--- config.mk ---
export PLATFORM = sky130hd
export DESIGN_NAME = burst_col_gen
export DESIGN_NICKNAME = d
export VERILOG_FILES = /design/src/rtl/burst_pkg.sv /design/src/rtl/mode_store.sv /design/src/rtl/col_order.sv /design/src/rtl/beat_seq.sv /design/src/rtl/burst_col_gen.sv
export SDC_FILE = /design/constraint.sdc
export NUM_CORES = 1
export LEC_CHECK = 0
export ABC_AREA = 1
export BUFFER_PORTS_ARGS = -buffer_cell sky130_fd_sc_hd__buf_2
export CORE_MARGIN = 2
export CORE_UTILIZATION = 45
export CTS_BUF_LIST = sky130_fd_sc_hd__clkbuf_2 sky130_fd_sc_hd__clkbuf_4 sky130_fd_sc_hd__clkbuf_8
export DETAILED_ROUTE_END_ITERATION = 6
export PLACE_DENSITY = 0.7
export SLEW_MARGIN = 25
export SYNTH_ARGS = -nofsm -noshare
export SYNTH_HDL_FRONTEND = slang
export SYNTH_SLANG_ARGS = --single-unit
--- constraint.sdc ---
create_clock -name clk -period 3.11 [get_ports clk]
set_clock_uncertainty 0.2 [all_clocks]
set_input_delay 0.1555 -clock clk [delete_from_list [all_inputs] [get_ports clk]]
set_output_delay 0.1555 -clock clk [all_outputs]
set_load 0.02 [all_outputs]
--- src/rtl/burst_pkg.sv ---
package burst_pkg;

  localparam int OP_W   = 12;
  localparam int BA_W   = 2;
  localparam int COL_W  = 10;
  localparam int LG_W   = 2;

  // stored burst settings
  typedef struct packed {
    logic [LG_W-1:0] len_lg;   // log2 of fixed burst length
    logic            full_pg;  // full-page burst
    logic            ilv;      // interleaved order
    logic [1:0]      cl;       // CAS latency
    logic            wr_single;
  } mode_t;

  localparam mode_t MODE_RST = '{len_lg: '0, full_pg: 1'b0, ilv: 1'b0,
                                 cl: 2'd2, wr_single: 1'b0};

  function automatic logic code_legal(input logic [OP_W-1:0] op,
                                      input logic [BA_W-1:0] ba);
    logic ok;
    ok = 1'b1;
    case (op[2:0])
      3'b000, 3'b001, 3'b010, 3'b011: ;
      3'b111: if (op[3]) ok = 1'b0;
      default: ok = 1'b0;
    endcase
    if (op[6:4] != 3'b010 && op[6:4] != 3'b011) ok = 1'b0;
    if (op[8:7] != 2'b00 || op[11:10] != 2'b00) ok = 1'b0;
    if (ba != '0) ok = 1'b0;
    return ok;
  endfunction

  function automatic mode_t code_decode(input logic [OP_W-1:0] op);
    mode_t m;
    m.len_lg    = op[1:0];
    m.full_pg   = (op[2:0] == 3'b111);
    m.ilv       = op[3];
    m.cl        = op[5:4];
    m.wr_single = op[9];
    return m;
  endfunction

endpackage

--- src/rtl/mode_store.sv ---
module mode_store
  import burst_pkg::*;
#(
  parameter int OPW = OP_W,
  parameter int BAW = BA_W
) (
  input  logic           clk,
  input  logic           rst,
  input  logic           load,
  input  logic [OPW-1:0] op,
  input  logic [BAW-1:0] ba,
  output mode_t          mode_q,
  output logic           err_q
);

  logic legal;
  assign legal = code_legal(op, ba);

  always_ff @(posedge clk) begin
    if (rst) begin
      mode_q <= MODE_RST;
      err_q  <= 1'b0;
    end else if (load) begin
      err_q <= !legal;
      if (legal) mode_q <= code_decode(op);
    end
  end

  AST_RSVD_KEEPS: assert property (@(posedge clk) disable iff (rst)
    (load && !legal) |=> ($stable(mode_q) && err_q));

  AST_CL_LEGAL: assert property (@(posedge clk) disable iff (rst)
    (mode_q.cl == 2'd2 || mode_q.cl == 2'd3));

endmodule

--- src/rtl/col_order.sv ---
module col_order #(
  parameter int CW = 10
) (
  input  logic [CW-1:0] base,
  input  logic [CW-1:0] beat,
  input  logic [CW-1:0] mask,
  input  logic          full_pg,
  input  logic          ilv,
  output logic [CW-1:0] addr
);

  logic [CW-1:0] sum;
  assign sum = base + beat;

  for (genvar i = 0; i < CW; i++) begin : g_bit
    always_comb begin
      if (full_pg)      addr[i] = sum[i];
      else if (!mask[i]) addr[i] = base[i];
      else if (ilv)     addr[i] = base[i] ^ beat[i];
      else              addr[i] = sum[i];
    end
  end

endmodule

--- src/rtl/beat_seq.sv ---
module beat_seq
  import burst_pkg::*;
#(
  parameter int CW = COL_W
) (
  input  logic          clk,
  input  logic          rst,
  input  mode_t         mode,
  input  logic          start,
  input  logic          is_wr,
  input  logic [CW-1:0] start_col,
  input  logic          step,
  input  logic          stop,
  output logic [CW-1:0] col_q,
  output logic          valid_q,
  output logic          last_q
);

  logic [CW-1:0] base_q, beat_q, mask_q, nb, nxt, s_mask;
  logic          fp_q, ilv_q, s_fp, one_beat;

  assign one_beat = is_wr && mode.wr_single;
  assign s_fp     = mode.full_pg && !one_beat;
  assign s_mask   = one_beat ? '0 : CW'((1 << mode.len_lg) - 1);
  assign nb       = beat_q + 1'b1;

  col_order #(.CW(CW)) u_order (
    .base(base_q), .beat(nb), .mask(mask_q),
    .full_pg(fp_q), .ilv(ilv_q), .addr(nxt)
  );

  always_ff @(posedge clk) begin
    if (rst) begin
      col_q   <= '0;
      base_q  <= '0;
      beat_q  <= '0;
      mask_q  <= '0;
      fp_q    <= 1'b0;
      ilv_q   <= 1'b0;
      valid_q <= 1'b0;
      last_q  <= 1'b0;
    end else if (start) begin
      col_q   <= start_col;
      base_q  <= start_col;
      beat_q  <= '0;
      mask_q  <= s_mask;
      fp_q    <= s_fp;
      ilv_q   <= mode.ilv;
      valid_q <= 1'b1;
      last_q  <= !s_fp && (s_mask == '0);
    end else if (stop) begin
      valid_q <= 1'b0;
      last_q  <= 1'b0;
    end else if (step && valid_q) begin
      if (last_q) begin
        valid_q <= 1'b0;
        last_q  <= 1'b0;
      end else begin
        col_q  <= nxt;
        beat_q <= nb;
        last_q <= !fp_q && (nb == mask_q);
      end
    end
  end

  AST_FP_NO_LAST: assert property (@(posedge clk) disable iff (rst)
    (valid_q && fp_q) |-> !last_q);

  AST_HOLD_IDLE: assert property (@(posedge clk) disable iff (rst)
    (valid_q && !step && !start && !stop) |=> (valid_q && $stable(col_q)));

  AST_FINAL_STEP: assert property (@(posedge clk) disable iff (rst)
    (valid_q && last_q && step && !start && !stop) |=> !valid_q);

endmodule

--- src/rtl/burst_col_gen.sv ---
module burst_col_gen
  import burst_pkg::*;
#(
  parameter int OPW = OP_W,
  parameter int BAW = BA_W,
  parameter int CW  = COL_W
) (
  input  logic           clk,
  input  logic           rst,
  input  logic           mode_load,
  input  logic [OPW-1:0] mode_op,
  input  logic [BAW-1:0] mode_ba,
  input  logic           burst_start,
  input  logic           burst_is_write,
  input  logic [CW-1:0]  start_col,
  input  logic           step_en,
  input  logic           burst_stop,
  output logic [CW-1:0]  col_out,
  output logic           col_valid,
  output logic           col_last,
  output logic [1:0]     cas_lat,
  output logic           single_write,
  output logic           mode_err
);

  mode_t mode;

  mode_store #(.OPW(OPW), .BAW(BAW)) u_mode (
    .clk(clk), .rst(rst), .load(mode_load), .op(mode_op), .ba(mode_ba),
    .mode_q(mode), .err_q(mode_err)
  );

  beat_seq #(.CW(CW)) u_seq (
    .clk(clk), .rst(rst), .mode(mode), .start(burst_start),
    .is_wr(burst_is_write), .start_col(start_col), .step(step_en),
    .stop(burst_stop), .col_q(col_out), .valid_q(col_valid), .last_q(col_last)
  );

  assign cas_lat      = mode.cl;
  assign single_write = mode.wr_single;

  AST_START_COL: assert property (@(posedge clk) disable iff (rst)
    burst_start |=> (col_valid && col_out == $past(start_col)));

  AST_LAST_VALID: assert property (@(posedge clk) disable iff (rst)
    col_last |-> col_valid);

  AST_STOP_ENDS: assert property (@(posedge clk) disable iff (rst)
    (burst_stop && !burst_start) |=> (!col_valid && !col_last));

endmodule

---- Word level (Yosys, flattened, before mapping) ----
Cells that the tools add are included.
word-level totals
  word-level logic and storage cells ...... 112
  bits in registers ....................... 52
cells by class
  muxes and demuxes ....................... 48
  add/subtract/negate cells ............... 3
  shift-type cells ........................ 1
  eq/ne operators ......................... 9
  reductions and logical operators ........ 25
  bitwise logic cells ..................... 12
operators with widths
  cell                     count
  $mux W10                 5
  $mux W1                  42
  $add A10 B1 Y10 const B  1
  $add A10 B10 Y10         1
  $eq A10 B10 Y1           1
  $logic_not A10 Y1        1
  $shl A1 B2 Y10 const A   1
  $sub A10 B2 Y10 const B  1
  $xor A1 B1 Y1            10
  $reduce_bool A2 Y1       4
  $eq A3 B2 Y1 const B     2
  $logic_and A1 B1 Y1      6
  $ne A3 B2 Y1 const B     2
  $reduce_and A3 Y1        2
  $reduce_bool A3 Y1       2
  $logic_not A1 Y1         4
  $ne A2 B2 Y1 const B     2
  $reduce_and A2 Y1        2
  $reduce_or A4 Y1         1
  $eq A3 B1 Y1 const B     1
  $eq A3 B3 Y1 const B     1
  $logic_not A3 Y1         1
  $not A1 Y1               2
  $pmux W1 S2              1
  other kinds (2)          2

---- Longest topological paths before layout ----
Gate-level depths: netlist (run 1).
  depth after elaboration ................. 9
  mapped depth ............................ 20

---- Cells and area by module ----
Synthesis (run 1) repeated with hierarchy kept, for this count alone.
second synthesis, totals
  cells, all modules ...................... 486
  area, all modules ....................... 3126.7 µm²
modules (own cells, without submodules)
  module      area each (µm²)  instances  cells each
  beat_seq    1954.4           1          277
  col_order   783.3            1          151
  mode_store  389.1            1          58

---- Least setup slack after synthesis (run 1) ----
No wires, ideal clock.
  path kind ............................... register to register
  start point ............................. register u_seq.beat_q[0]
  end point ............................... register u_seq.col_q[7]
  data required time ...................... 2792 ps
  path slack .............................. 696 ps
  buffers on the path ..................... 0
  data arrival time ....................... 2097 ps
  stages on the path, launching flop included .. 19
  cells stage by stage .................... dfxtp_1 > ha_1 > nand2_1 > nor2_2 > inv_1 > o21ai_0 > nand2_1 > inv_1 > ha_1 > nand2_1 > inv_1 > a21oi_1 > nand2_1 > nand2_1 > nand3_1 > nand2_1 > nand2_1 > a31oi_1 > nor2_1
between the ends
  cells in the longest elaborated chain, start to end .. 9
  elaborated cells on any way between the ends .. 10
  classes of those cells .................. add/sub: 2; mux: 7; bitwise: 1
RTL lines
  element                   RTL line         source
  start: declaration        beat_seq.sv:19   logic [CW-1:0] base_q, beat_q, mask_q, nb, nxt, s_mask;
  start signal: assignment  beat_seq.sv:60   beat_q <= nb;
  $add A10 B1 Y10 (*)       beat_seq.sv:25   assign nb = beat_q + 1'b1;
  net u_seq.nb[6]           beat_seq.sv:19
  $add A10 B10 Y10 (*)      col_order.sv:13  assign sum = base + beat;
  $mux W1                   col_order.sv:19  else if (ilv) addr[i] = base[i] ^ beat[i];
  $mux W1                   col_order.sv:18  else if (!mask[i]) addr[i] = base[i];
  $mux W1 (*)               col_order.sv:17  if (full_pg) addr[i] = sum[i];
  $mux W10 (*)              beat_seq.sv:55   if (last_q) begin
  $mux W10 (*)              beat_seq.sv:54   end else if (step && valid_q) begin
  $mux W10 (*)              beat_seq.sv:51   end else if (stop) begin
  $mux W10 (*)              beat_seq.sv:42   end else if (start) begin
  end signal: assignment    beat_seq.sv:43   col_q <= start_col;
  end signal: assignment    beat_seq.sv:59   col_q <= nxt;
  end: declaration          beat_seq.sv:14   output logic [CW-1:0] col_q,
The timed path passes the listed nets; every way through them passes the cells marked *. The select of a mux whose other input is x is not followed.
A chain may end at the register's enable or synchronous reset.

---- Worst setup path in the final report (run 1) ----
  start point ............................. register u_seq.beat_q[0]
  end point ............................... register u_seq.col_q[9]
The elaborated chain is that of the path after synthesis.

==> impl_metrics.env, run 1 <==
export IMPL_post_cts_setup_buffers=0
export IMPL_max_freq_mhz=362
export IMPL_clk_path_buf_depth=2
export IMPL_dr_pass1_iters=4
export IMPL_async_flop_share_pct=0
export IMPL_wl_per_cell_um=12.8
export IMPL_crit_path_start_kind="flop"
export IMPL_finalSetupViolations=0
export IMPL_core_area_um2=6350
export IMPL_yosys_area_top_type="dfxtp_1"
export IMPL_critPathTopFamily="simple AND/OR/NAND/NOR gates"
export IMPL_clk_transition_reported_paths_ps=100
export IMPL_slowest_delay_ps=420
export IMPL_hold_path_class="primary input to flop"
export IMPL_hold_ws_ps=7.80
export IMPL_final_cells=575
export IMPL_yosys_warnings=0
export IMPL_syn_area_per_cell_um2=6.72
export IMPL_overflow=0
export IMPL_remaining_drc_errors=0
export IMPL_rows=29
export IMPL_place_congestion=0.931
export IMPL_grt_use_total_pct=22.0
export IMPL_htree_levels=2
export IMPL_synth_top_area_share_pct=33.3
export IMPL_crit_slowest_cell="dfxtp_1"
export IMPL_final_hold_viol_count=0
export IMPL_vias=2981
export IMPL_die_area_um2=7200
export IMPL_clock_latency_ps=310
export IMPL_io_buffers=46
export IMPL_initial_utilization_pct=46.3
export IMPL_crit_chain="ha_1 -> nand2_1 -> nor2_2 -> inv_1 -> o21ai_0 -> nand2_1 -> inv_1 -> ha_1 -> nand2_1 -> nand2_1 -> a21oi_1 -> nand3_1 -> inv_1 -> nand3_2 -> nand3_1 -> nand2_1 -> inv_1 -> nand2_1 -> a21oi_2"
export IMPL_io_pins=47
export IMPL_root_buffer="clkbuf_8"
export IMPL_ys_seq_area_share_pct=33.3
export IMPL_routed_wl_um=7380
export IMPL_die_x_um=84.9
export IMPL_via_per_inst=5.18
export IMPL_dp_hpwl_um=5400
export IMPL_setup_tns_final_ps=0
export IMPL_synth_area_leaders="dfxtp_1, nand2_1, inv_1"
export IMPL_first_global_vias=2852
export IMPL_cts_num_sinks=49
export IMPL_antenna_found_initial=0
export IMPL_placedCellCount=548
export IMPL_grt_pass1_wl_um=12800
export IMPL_p_leak_nw=1.66
export IMPL_maxCapViolations=0
export IMPL_synth_net_count=482
export IMPL_synthToLayoutAreaGrowth_pct=18.2
export IMPL_tightestPinTransition_ps=643
export IMPL_worst_slack_ps=351
export IMPL_worst_path_buf_inv=4
export IMPL_cp_end_kind="flop"
export IMPL_fin_crit_ps=2760
export IMPL_post_place_ws_ps=395
export IMPL_drive_gt1_share_pct=14.9
export IMPL_final_period_utilization_pct=88.7
export IMPL_worstSetupPathType="flop to flop"
export IMPL_synth_cell_types=36
export IMPL_outcome="finished, final reports clean"
export IMPL_ant_nets=0
export IMPL_relSlewSlack_pct=57.0
export IMPL_nets=541
export IMPL_cp_arrival_ps=2810
export IMPL_synth_area_um2=2940
export IMPL_diodes=0
export IMPL_power_density_nw_per_um2=366
export IMPL_crit_required_ps=3160
export IMPL_path_common_cell="nand2_1"
export IMPL_slew_viol_final=0
export IMPL_die_y_um=84.9
export IMPL_cts_tree="done"
export IMPL_cts_resized_gates=0
export IMPL_rsz0062_at_grt="no"
export IMPL_ys_ff_latch=49
export IMPL_synth_edf_count=0
export IMPL_cts_buffers=5
export IMPL_drt_iter0_drc=175
export IMPL_grt_max_degree=26
export IMPL_peakVddDrop_mv=0.270
export IMPL_ys_flop_type="dfxtp_1"
export IMPL_syn_inst=438
export IMPL_crit_fanout=5
## through the flow
| step | instance area [um^2] | power (mW) | utilization (%) |
|---|---|---|---|
| 3_3_place_gp | 3190 | 0.846 | 50.2 |
| 5_1_grt | 3480 | 1.34 | 54.8 |
| 6_report | 3480 | 1.27 | 54.8 |
| 2_1_floorplan | 2940 | 0.795 | - |
| 4_1_cts | 3480 | 1.28 | 54.8 |
| 3_5_place_dp | 3190 | 0.849 | 50.2 |
## cells in the mapped netlist, types with 2 or more instances
cell type,instances
o211ai_1,4
clkbuf_1,5
nor2_2,4
nor2_1,28
o21ai_0,23
xor2_1,4
a31oi_1,9
ha_1,12
o22ai_1,8
or2_2,3
buf_2,3
nor3_1,3
xnor2_1,2
buf_6,2
o21bai_1,3
nand3_1,39
nand4_1,3
inv_1,63
dfxtp_1,49
buf_4,2
nand2_2,5
nand3_2,4
a21oi_1,42
nand2_1,106
## sequential cells by signal, indices dropped and copies added, names as in the netlist
signal and count:
u_seq.mask_q 7, u_seq.base_q 10, u_mode.mode_q 7, u_seq.col_q 10
u_mode.err_q 1, u_seq.valid_q 1, u_seq.fp_q 1, u_seq.ilv_q 1
u_seq.last_q 1, u_seq.beat_q 10
## worst register-to-register path, cell delays in order (launching register included)
cell     delay [ps]
dfxtp_1         420
ha_1            220
nand2_1          90
nor2_2          160
inv_1            60
o21ai_0         140
nand2_1         110
inv_1            90
ha_1            280
nand2_1         100
nand2_1          70
a21oi_1         130
nand3_1         120
inv_1            90
nand3_2          70
nand3_1          70
nand2_1          60
inv_1            60
nand2_1          60
a21oi_2         100
## kinds of logic (layout without fill, tap and decap cells)
kind of cell,after synthesis,after routing,share of synthesized area [%]
flip-flops,49,49,33.3
AO/OA/AOI/OAI,94,94,17.9
AND/OR/NAND/NOR,198,198,29.6
buffers and inverters,77,137,11.1
XOR/XNOR,7,7,2.34
adder cells (fa/ha/maj),13,13,5.78
## cell usage in the layout, fill, tap and decap left out, types with 5 or more instances in the layout
cell	n
buf_2	46
a31oi_1	9
a21oi_1	42
inv_1	63
nand2_2	5
nand3_1	39
nor2_1	28
clkbuf_8	6
o21ai_0	23
dfxtp_1	49
o22ai_1	8
nand2_1	106
dlygate4sd3_1	19
ha_1	12
## final cells by class
| cell class | instances | area, um^2 |
|---|---|---|
| Clock inverter | 2 | 17.5 |
| Sequential cell | 49 | 981 |
| Tap cell | 77 | 96.3 |
| Fill cell | 620 | 2870 |
| Multi-Input combinational cell | 312 | 1640 |
| Inverter | 63 | 236 |
| Timing Repair Buffer | 66 | 428 |
| Clock buffer | 6 | 82.6 |
## what timing repair did
action	CTS	global route
setup endpoints to repair	0	0
endpoints found under the hold margin	28	0
hold buffers	19	0
## power by group
part	internal, mW	total, mW	switching, mW
clock network	0.185	0.418	0.233
registers	0.648	0.667	0.0191
logic	0.0794	0.187	0.107
## final timing paths
kind	endpoint	slack, ps	startpoint	cells after the start
min reg2reg	u_mode.mode_q[2]$_SDFFE_PP1P_	270	u_mode.mode_q[2]$_SDFFE_PP1P_	1
max reg2reg	u_seq.col_q[9]$_SDFFE_PP0P_	350	u_seq.beat_q[0]$_SDFFE_PP0P_	19
min	u_seq.mask_q[0]$_SDFFE_PP0P_	8	burst_is_write	4
max	u_seq.col_q[9]$_SDFFE_PP0P_	350	u_seq.beat_q[0]$_SDFFE_PP0P_	19
## metal layers
| metal | share of wire (%) | global-route usage (%) |
|---|---|---|
| met1 | 45 | 28.0 |
| met2 | 49 | 38.0 |
| met3 | 4.1 | 3.02 |
| met4 | 2.0 | 7.94 |
| met5 | 0 | 0 |
Power figures use the tool's default switching activity.
==> run 2: changes to the inputs <==
- HOLD_SLACK_MARGIN: unset -> 0.08
- PLACE_DENSITY: 0.7 -> 0.69
- SYNTH_HIERARCHICAL: unset -> 1
==> run 2 against run 1 <==
  * Hold slack improved by 84 ps
  * Critical path type unchanged
  * Sequential power barely moved
  * Non-clock buffer count rose by 9
  * Combinational power rose by 5%
  * Largest cell class unchanged
==> impl_metrics.env, run 2 <==
export IMPL_grt_pass1_wl_um=14100
export IMPL_drt_iter0_drc=200
export IMPL_wl_per_cell_um=13.4
export IMPL_dr_pass1_iters=4
export IMPL_tightestPinTransition_ps=895
export IMPL_synth_common_cells="nand2_1, inv_1, dfxtp_1"
export IMPL_io_pins=47
export IMPL_worst_path_buf_inv=2
export IMPL_final_period_utilization_pct=88.1
export IMPL_root_buffer="clkbuf_8"
export IMPL_die_area_um2=7630
export IMPL_cts_buffers=5
export IMPL_yosysMostFrequentCell="nand2_1"
export IMPL_die_y_um=87.4
export IMPL_ant_nets=0
export IMPL_relSlewSlack_pct=40.1
export IMPL_final_cell_mix="nand2_1, inv_1, dfxtp_1, buf_2, nor2_1"
export IMPL_placedCellCount=604
export IMPL_synth_cell_types=37
export IMPL_path_common_cell="nand2_1"
export IMPL_diodes=0
export IMPL_cp_endpoint="u_seq/col_q[9]$_SDFFE_PP0P_"
export IMPL_fin_crit_ps=2740
export IMPL_power_density_nw_per_um2=355
export IMPL_post_cts_setup_buffers=0
export IMPL_crit_slowest_cell="dfxtp_1"
export IMPL_finalSetupViolations=0
export IMPL_peakVddDrop_mv=0.200
export IMPL_top_regs="u_seq/base_q (10), u_seq/beat_q (10), u_seq/col_q (10)"
export IMPL_synthToLayoutAreaGrowth_pct=22.2
export IMPL_final_cells=639
export IMPL_cp_end_kind="flop"
export IMPL_crit_chain="ha_1 -> nand2_2 -> nor2_4 -> nand4_1 -> nand2_2 -> inv_1 -> ha_1 -> nand2_1 -> inv_1 -> a21oi_1 -> nand4_1 -> nand3_1 -> nand2_1 -> a21oi_2 -> nand2_1 -> a31oi_1"
export IMPL_nets=602
export IMPL_grt_max_degree=26
export IMPL_remaining_drc_errors=0
export IMPL_grt_use_total_pct=23.3
export IMPL_first_global_vias=3162
export IMPL_ys_seq_area_share_pct=31.4
export IMPL_hold_path_class="primary input to flop"
export IMPL_ys_flop_type="dfxtp_1"
export IMPL_setup_tns_final_ps=0
export IMPL_async_flop_share_pct=0
export IMPL_synth_area_leaders="dfxtp_1, nand2_1, inv_1"
export IMPL_outcome="finished, final reports clean"
export IMPL_fillers=648
export IMPL_hold_ws_ps=91.9
export IMPL_overflow=0
export IMPL_clk_transition_reported_paths_ps=100
export IMPL_final_seq_area_um2=981
export IMPL_synth_net_count=530
export IMPL_crit_path_start_kind="flop"
export IMPL_final_hold_viol_count=0
export IMPL_synth_area_um2=3130
export IMPL_clk_path_buf_depth=2
export IMPL_regToRegSetupSlack_ps=370
export IMPL_via_per_inst=5.28
export IMPL_p_leak_nw=1.78
export IMPL_slew_viol_final=0
export IMPL_slowest_delay_ps=410
export IMPL_placedInstanceArea_um2=3430
export IMPL_worstRegToRegCells=16
export IMPL_vias=3371
export IMPL_worstSetupPathType="flop to flop"
export IMPL_r2r_start="u_seq/beat_q[0]$_SDFFE_PP0P_"
export IMPL_antenna_found_initial=0
export IMPL_multi_input_comb_area_um2=1860
export IMPL_cp_startpoint="u_seq/beat_q[0]$_SDFFE_PP0P_"
export IMPL_io_buffers=46
export IMPL_rsz0062_at_grt="no"
export IMPL_syn_inst=486
export IMPL_initial_utilization_pct=46.3
export IMPL_max_freq_mhz=365
export IMPL_clock_latency_ps=310
export IMPL_final_common_cell="nand2_1"
export IMPL_core_area_um2=6760
export IMPL_yosys_area_top_type="dfxtp_1"
export IMPL_maxCapViolations=0
export IMPL_critPathTopFamily="simple AND/OR/NAND/NOR gates"
export IMPL_die_x_um=87.4
export IMPL_cp_arrival_ps=2780
export IMPL_yosys_warnings=6
export IMPL_syn_area_per_cell_um2=6.43
export IMPL_dp_hpwl_um=6150
export IMPL_cts_num_sinks=49
export IMPL_r2r_end="u_seq/col_q[9]$_SDFFE_PP0P_"
export IMPL_worst_path_stages=16
export IMPL_design_area_um2=3820
export IMPL_routed_wl_um=8550
export IMPL_ys_ff_latch=49
export IMPL_rows=30
export IMPL_htree_levels=2
export IMPL_synth_edf_count=0
export IMPL_crit_required_ps=3150
export IMPL_place_congestion=0.929
export IMPL_crit_fanout=4
export IMPL_drive_gt1_share_pct=15.2
export IMPL_synth_top_area_share_pct=31.4
export IMPL_cts_tree="done"
-- run 2: changes by cell type after synthesis, moves of 3 or more --
| cell | previous run | this run |
|---|---|---|
| a21oi_1 | 42 | 37 |
| nand2_1 | 106 | 138 |
| nand2_2 | 5 | 8 |
| nand3_1 | 39 | 36 |
| nand3b_1 | 0 | 3 |
| nand4_1 | 3 | 8 |
| nor2_1 | 28 | 45 |
| o22ai_1 | 8 | 3 |
-- run 2: cell type report --
type,instances,area share [%]
clock buffer,7,2.36
tap,80,2.62
clock inverter,1,0.786
multi-input combinational,361,48.6
timing repair buffer,75,13.5
inverter,66,6.48
sequential,49,25.7
-- run 2: worst min-delay path by stage --
stage                     cells after the start                           from                            end  slack, ps
after floorplan                               1                            rst    u_seq/col_q[2]$_SDFFE_PP0P_         20
after global placement                        2  u_mode/mode_q[2]$_SDFFE_PP1P_  u_mode/mode_q[2]$_SDFFE_PP1P_        210
after detailed placement                      2  u_mode/mode_q[2]$_SDFFE_PP1P_  u_mode/mode_q[2]$_SDFFE_PP1P_        220
after CTS                                     2                            rst   u_seq/base_q[4]$_SDFFE_PP0P_         90
after global routing                          2                            rst   u_seq/base_q[1]$_SDFFE_PP0P_        110
final                                         2                            rst   u_seq/base_q[4]$_SDFFE_PP0P_         90
-- run 2: kinds of logic after synthesis --
kind of cell             synth area share [%]
AND/OR/NAND/NOR                          36.7
AO/OA/AOI/OAI                            15.0
buffers and inverters                    9.24
flip-flops                               31.4
adder cells (fa/ha/maj)                  5.44
XOR/XNOR                                 1.96
multiplexers                            0.360
-- run 2: timing repair --
action,in CTS,in global routing
endpoints found under the hold margin,31,0
resized for setup,0,0
hold buffers,27,0
-- run 2: report_power, final --
part / internal, mW / total (mW) / leakage (nW) / switching [mW]
clock: 0.271 / 0.496 / 0.0619 / 0.225
combinational: 0.0822 / 0.196 / 1.31 / 0.114
sequential: 0.647 / 0.664 / 0.400 / 0.0174
total: 1.00 / 1.36 / 1.78 / 0.356
-- run 2: per-stage QoR --
step	power [mW]	utilization (%)	setup slack [ps]
2_1_floorplan	0.791	-	669
3_3_place_gp	0.847	50.8	511
3_5_place_dp	0.851	50.8	416
4_1_cts	1.36	56.6	393
5_1_grt	1.41	56.6	69.8
6_report	1.36	56.6	369
-- run 2: metal layers --
layer | track usage [%] | part of all wire [%] | vias to the layer above
met4 | 8.53 | 2.7 | 0
met5 | 0 | 0 | -
met3 | 3.89 | 4.2 | 20
li1 | - | - | 1723
met1 | 28.0 | 44 | 1528
met2 | 41.5 | 49 | 100
==> run 3: changes to the inputs <==
- CTS_BUF_LIST: sky130_fd_sc_hd__clkbuf_2 sky130_fd_sc_hd__clkbuf_4 sky130_fd_sc_hd__clkbuf_8 -> unset
==> run 3 against run 2 <==
  * Design area about the same
  * Routed wire length about the same
  * Utilization decreased by 0.056 points
  * Total power down 0.71%
  * Non-clock buffer count is the same
  * Critical path depth is the same
  * Sequential cell count unchanged
  * Register-to-register slack about the same
  * Global-route usage about the same
  * Via count fell by 0.80%
  * Critical path type unchanged
  * Critical endpoint unchanged
  * Largest power group unchanged
==> impl_metrics.env, run 3 (same netlist as run 2, synthesis figures left out) <==
export IMPL_synthToLayoutAreaGrowth_pct=22.1
export IMPL_peakVddDrop_mv=0.204
export IMPL_grt_pass1_wl_um=14100
export IMPL_r2r_start="u_seq/beat_q[0]$_SDFFE_PP0P_"
export IMPL_nets=602
export IMPL_final_cell_mix="nand2_1, inv_1, dfxtp_1, buf_2, nor2_1"
export IMPL_first_global_vias=3169
export IMPL_cts_buffers=5
export IMPL_cp_startpoint="u_seq/beat_q[0]$_SDFFE_PP0P_"
export IMPL_overflow=0
export IMPL_worstRegToRegCells=16
export IMPL_die_area_um2=7630
export IMPL_cts_resized_gates=0
export IMPL_final_hold_viol_count=0
export IMPL_crit_slowest_cell="dfxtp_1"
export IMPL_power_density_nw_per_um2=353
export IMPL_top_regs="u_seq/base_q (10), u_seq/beat_q (10), u_seq/col_q (10)"
export IMPL_clk_transition_reported_paths_ps=100
export IMPL_r2r_end="u_seq/col_q[9]$_SDFFE_PP0P_"
export IMPL_die_x_um=87.4
export IMPL_finalSetupViolations=0
export IMPL_drive_gt1_share_pct=15.0
export IMPL_initial_utilization_pct=46.3
export IMPL_worstSetupPathType="flop to flop"
export IMPL_core_area_um2=6760
export IMPL_clk_path_buf_depth=2
export IMPL_dr_pass1_iters=5
export IMPL_cts_tree="done"
export IMPL_hold_path_class="primary input to flop"
export IMPL_outcome="finished, final reports clean"
export IMPL_maxCapViolations=0
export IMPL_die_y_um=87.4
export IMPL_slowest_delay_ps=410
export IMPL_grt_use_total_pct=23.3
export IMPL_wl_per_cell_um=13.4
export IMPL_htree_levels=2
export IMPL_io_pins=47
export IMPL_routed_wl_um=8560
export IMPL_diodes=0
export IMPL_crit_required_ps=3150
export IMPL_rsz0062_at_grt="no"
export IMPL_crit_chain="ha_1 -> nand2_2 -> nor2_4 -> nand4_1 -> nand2_2 -> inv_1 -> ha_1 -> nand2_1 -> inv_1 -> a21oi_1 -> nand4_1 -> nand3_1 -> nand2_1 -> a21oi_2 -> nand2_1 -> a31oi_1"
export IMPL_max_freq_mhz=365
export IMPL_final_period_utilization_pct=88.2
export IMPL_via_per_inst=5.23
export IMPL_cp_end_kind="flop"
export IMPL_dp_hpwl_um=6150
export IMPL_ctsHoldBuffers=27
export IMPL_setup_tns_final_ps=0
export IMPL_drt_iter0_drc=201
export IMPL_cp_arrival_ps=2780
export IMPL_p_leak_nw=1.77
export IMPL_io_buffers=46
export IMPL_postLayoutCoreUtil_pct=56.5
export IMPL_post_cts_setup_buffers=0
export IMPL_fillers=650
export IMPL_path_common_cell="nand2_1"
export IMPL_clock_latency_ps=310
export IMPL_crit_fanout=4
export IMPL_cp_endpoint="u_seq/col_q[9]$_SDFFE_PP0P_"
export IMPL_cts_num_sinks=49
export IMPL_regToRegSetupSlack_ps=370
export IMPL_root_buffer="clkbuf_8"
export IMPL_rows=30
export IMPL_slew_viol_final=0
export IMPL_relSlewSlack_pct=40.1
export IMPL_remaining_drc_errors=0
export IMPL_place_congestion=0.929
export IMPL_tightestPinTransition_ps=895
export IMPL_crit_path_start_kind="flop"
export IMPL_grt_max_degree=26
export IMPL_vias=3344
export IMPL_final_common_cell="nand2_1"
export IMPL_fin_crit_ps=2740
export IMPL_antenna_found_initial=0
export IMPL_ant_nets=0
[run 3: cell counts in the layout (fill, tap and decap cells not counted)]
No cell type changed its count.
[run 3: through the flow]
stage | setup WS, ps | power [mW] | instance area (um^2) | hold WS [ps] | cells
4_1_cts | 393 | 1.35 | 3820 | 90.2 | 639
3_3_place_gp | 511 | 0.847 | 3430 | 213 | 604
2_1_floorplan | 669 | 0.791 | 3130 | 24.9 | 486
6_report | 368 | 1.35 | 3820 | 92.8 | 639
3_5_place_dp | 416 | 0.851 | 3430 | 219 | 604
5_1_grt | 69.9 | 1.40 | 3820 | 110 | 639
[run 3: power by group]
group          switching, mW  internal, mW
Sequential            0.0174         0.647
Clock                  0.224         0.263
Combinational          0.114        0.0822
Total                  0.356         0.992
[run 3: area by class of cell]
| type | instances | area (um^2) | area share [%] |
|---|---|---|---|
| multi-input combinational | 361 | 1860 | 48.6 |
| tap | 80 | 100 | 2.62 |
| inverter | 66 | 248 | 6.49 |
| clock buffer | 7 | 86.3 | 2.26 |
| timing repair buffer | 75 | 515 | 13.5 |
| clock inverter | 1 | 30.0 | 0.787 |
| sequential | 49 | 981 | 25.7 |
[run 3: metal layers]
layer / vias to the layer above / track usage, % / wire (um)
met2: 87 / 41.6 / 4200
li1: 1722 / - / -
met3: 18 / 3.89 / 358
met4: 0 / 8.53 / 209
met5: - / 0 / 0
met1: 1517 / 27.9 / 3790
[run 3: how the worst min path moves through the flow]
stage	from	endpoint	slack [ps]	cells past startpoint
after floorplan	rst	u_seq/col_q[2]$_SDFFE_PP0P_	20	1
after global placement	u_mode/mode_q[2]$_SDFFE_PP1P_	u_mode/mode_q[2]$_SDFFE_PP1P_	210	2
after detailed placement	u_mode/mode_q[2]$_SDFFE_PP1P_	u_mode/mode_q[2]$_SDFFE_PP1P_	220	2
after CTS	rst	u_seq/base_q[4]$_SDFFE_PP0P_	90	2
after global routing	rst	u_seq/base_q[1]$_SDFFE_PP0P_	110	2
final	rst	u_seq/base_q[4]$_SDFFE_PP0P_	90	2
[run 3: critical path: cells and delay by family (launching register included)]
kind	cells	cell delay, ps
buf+inv	2	100
simple gates	9	1000
fa+ha+maj	2	570
flops	1	410
compound gates	3	410
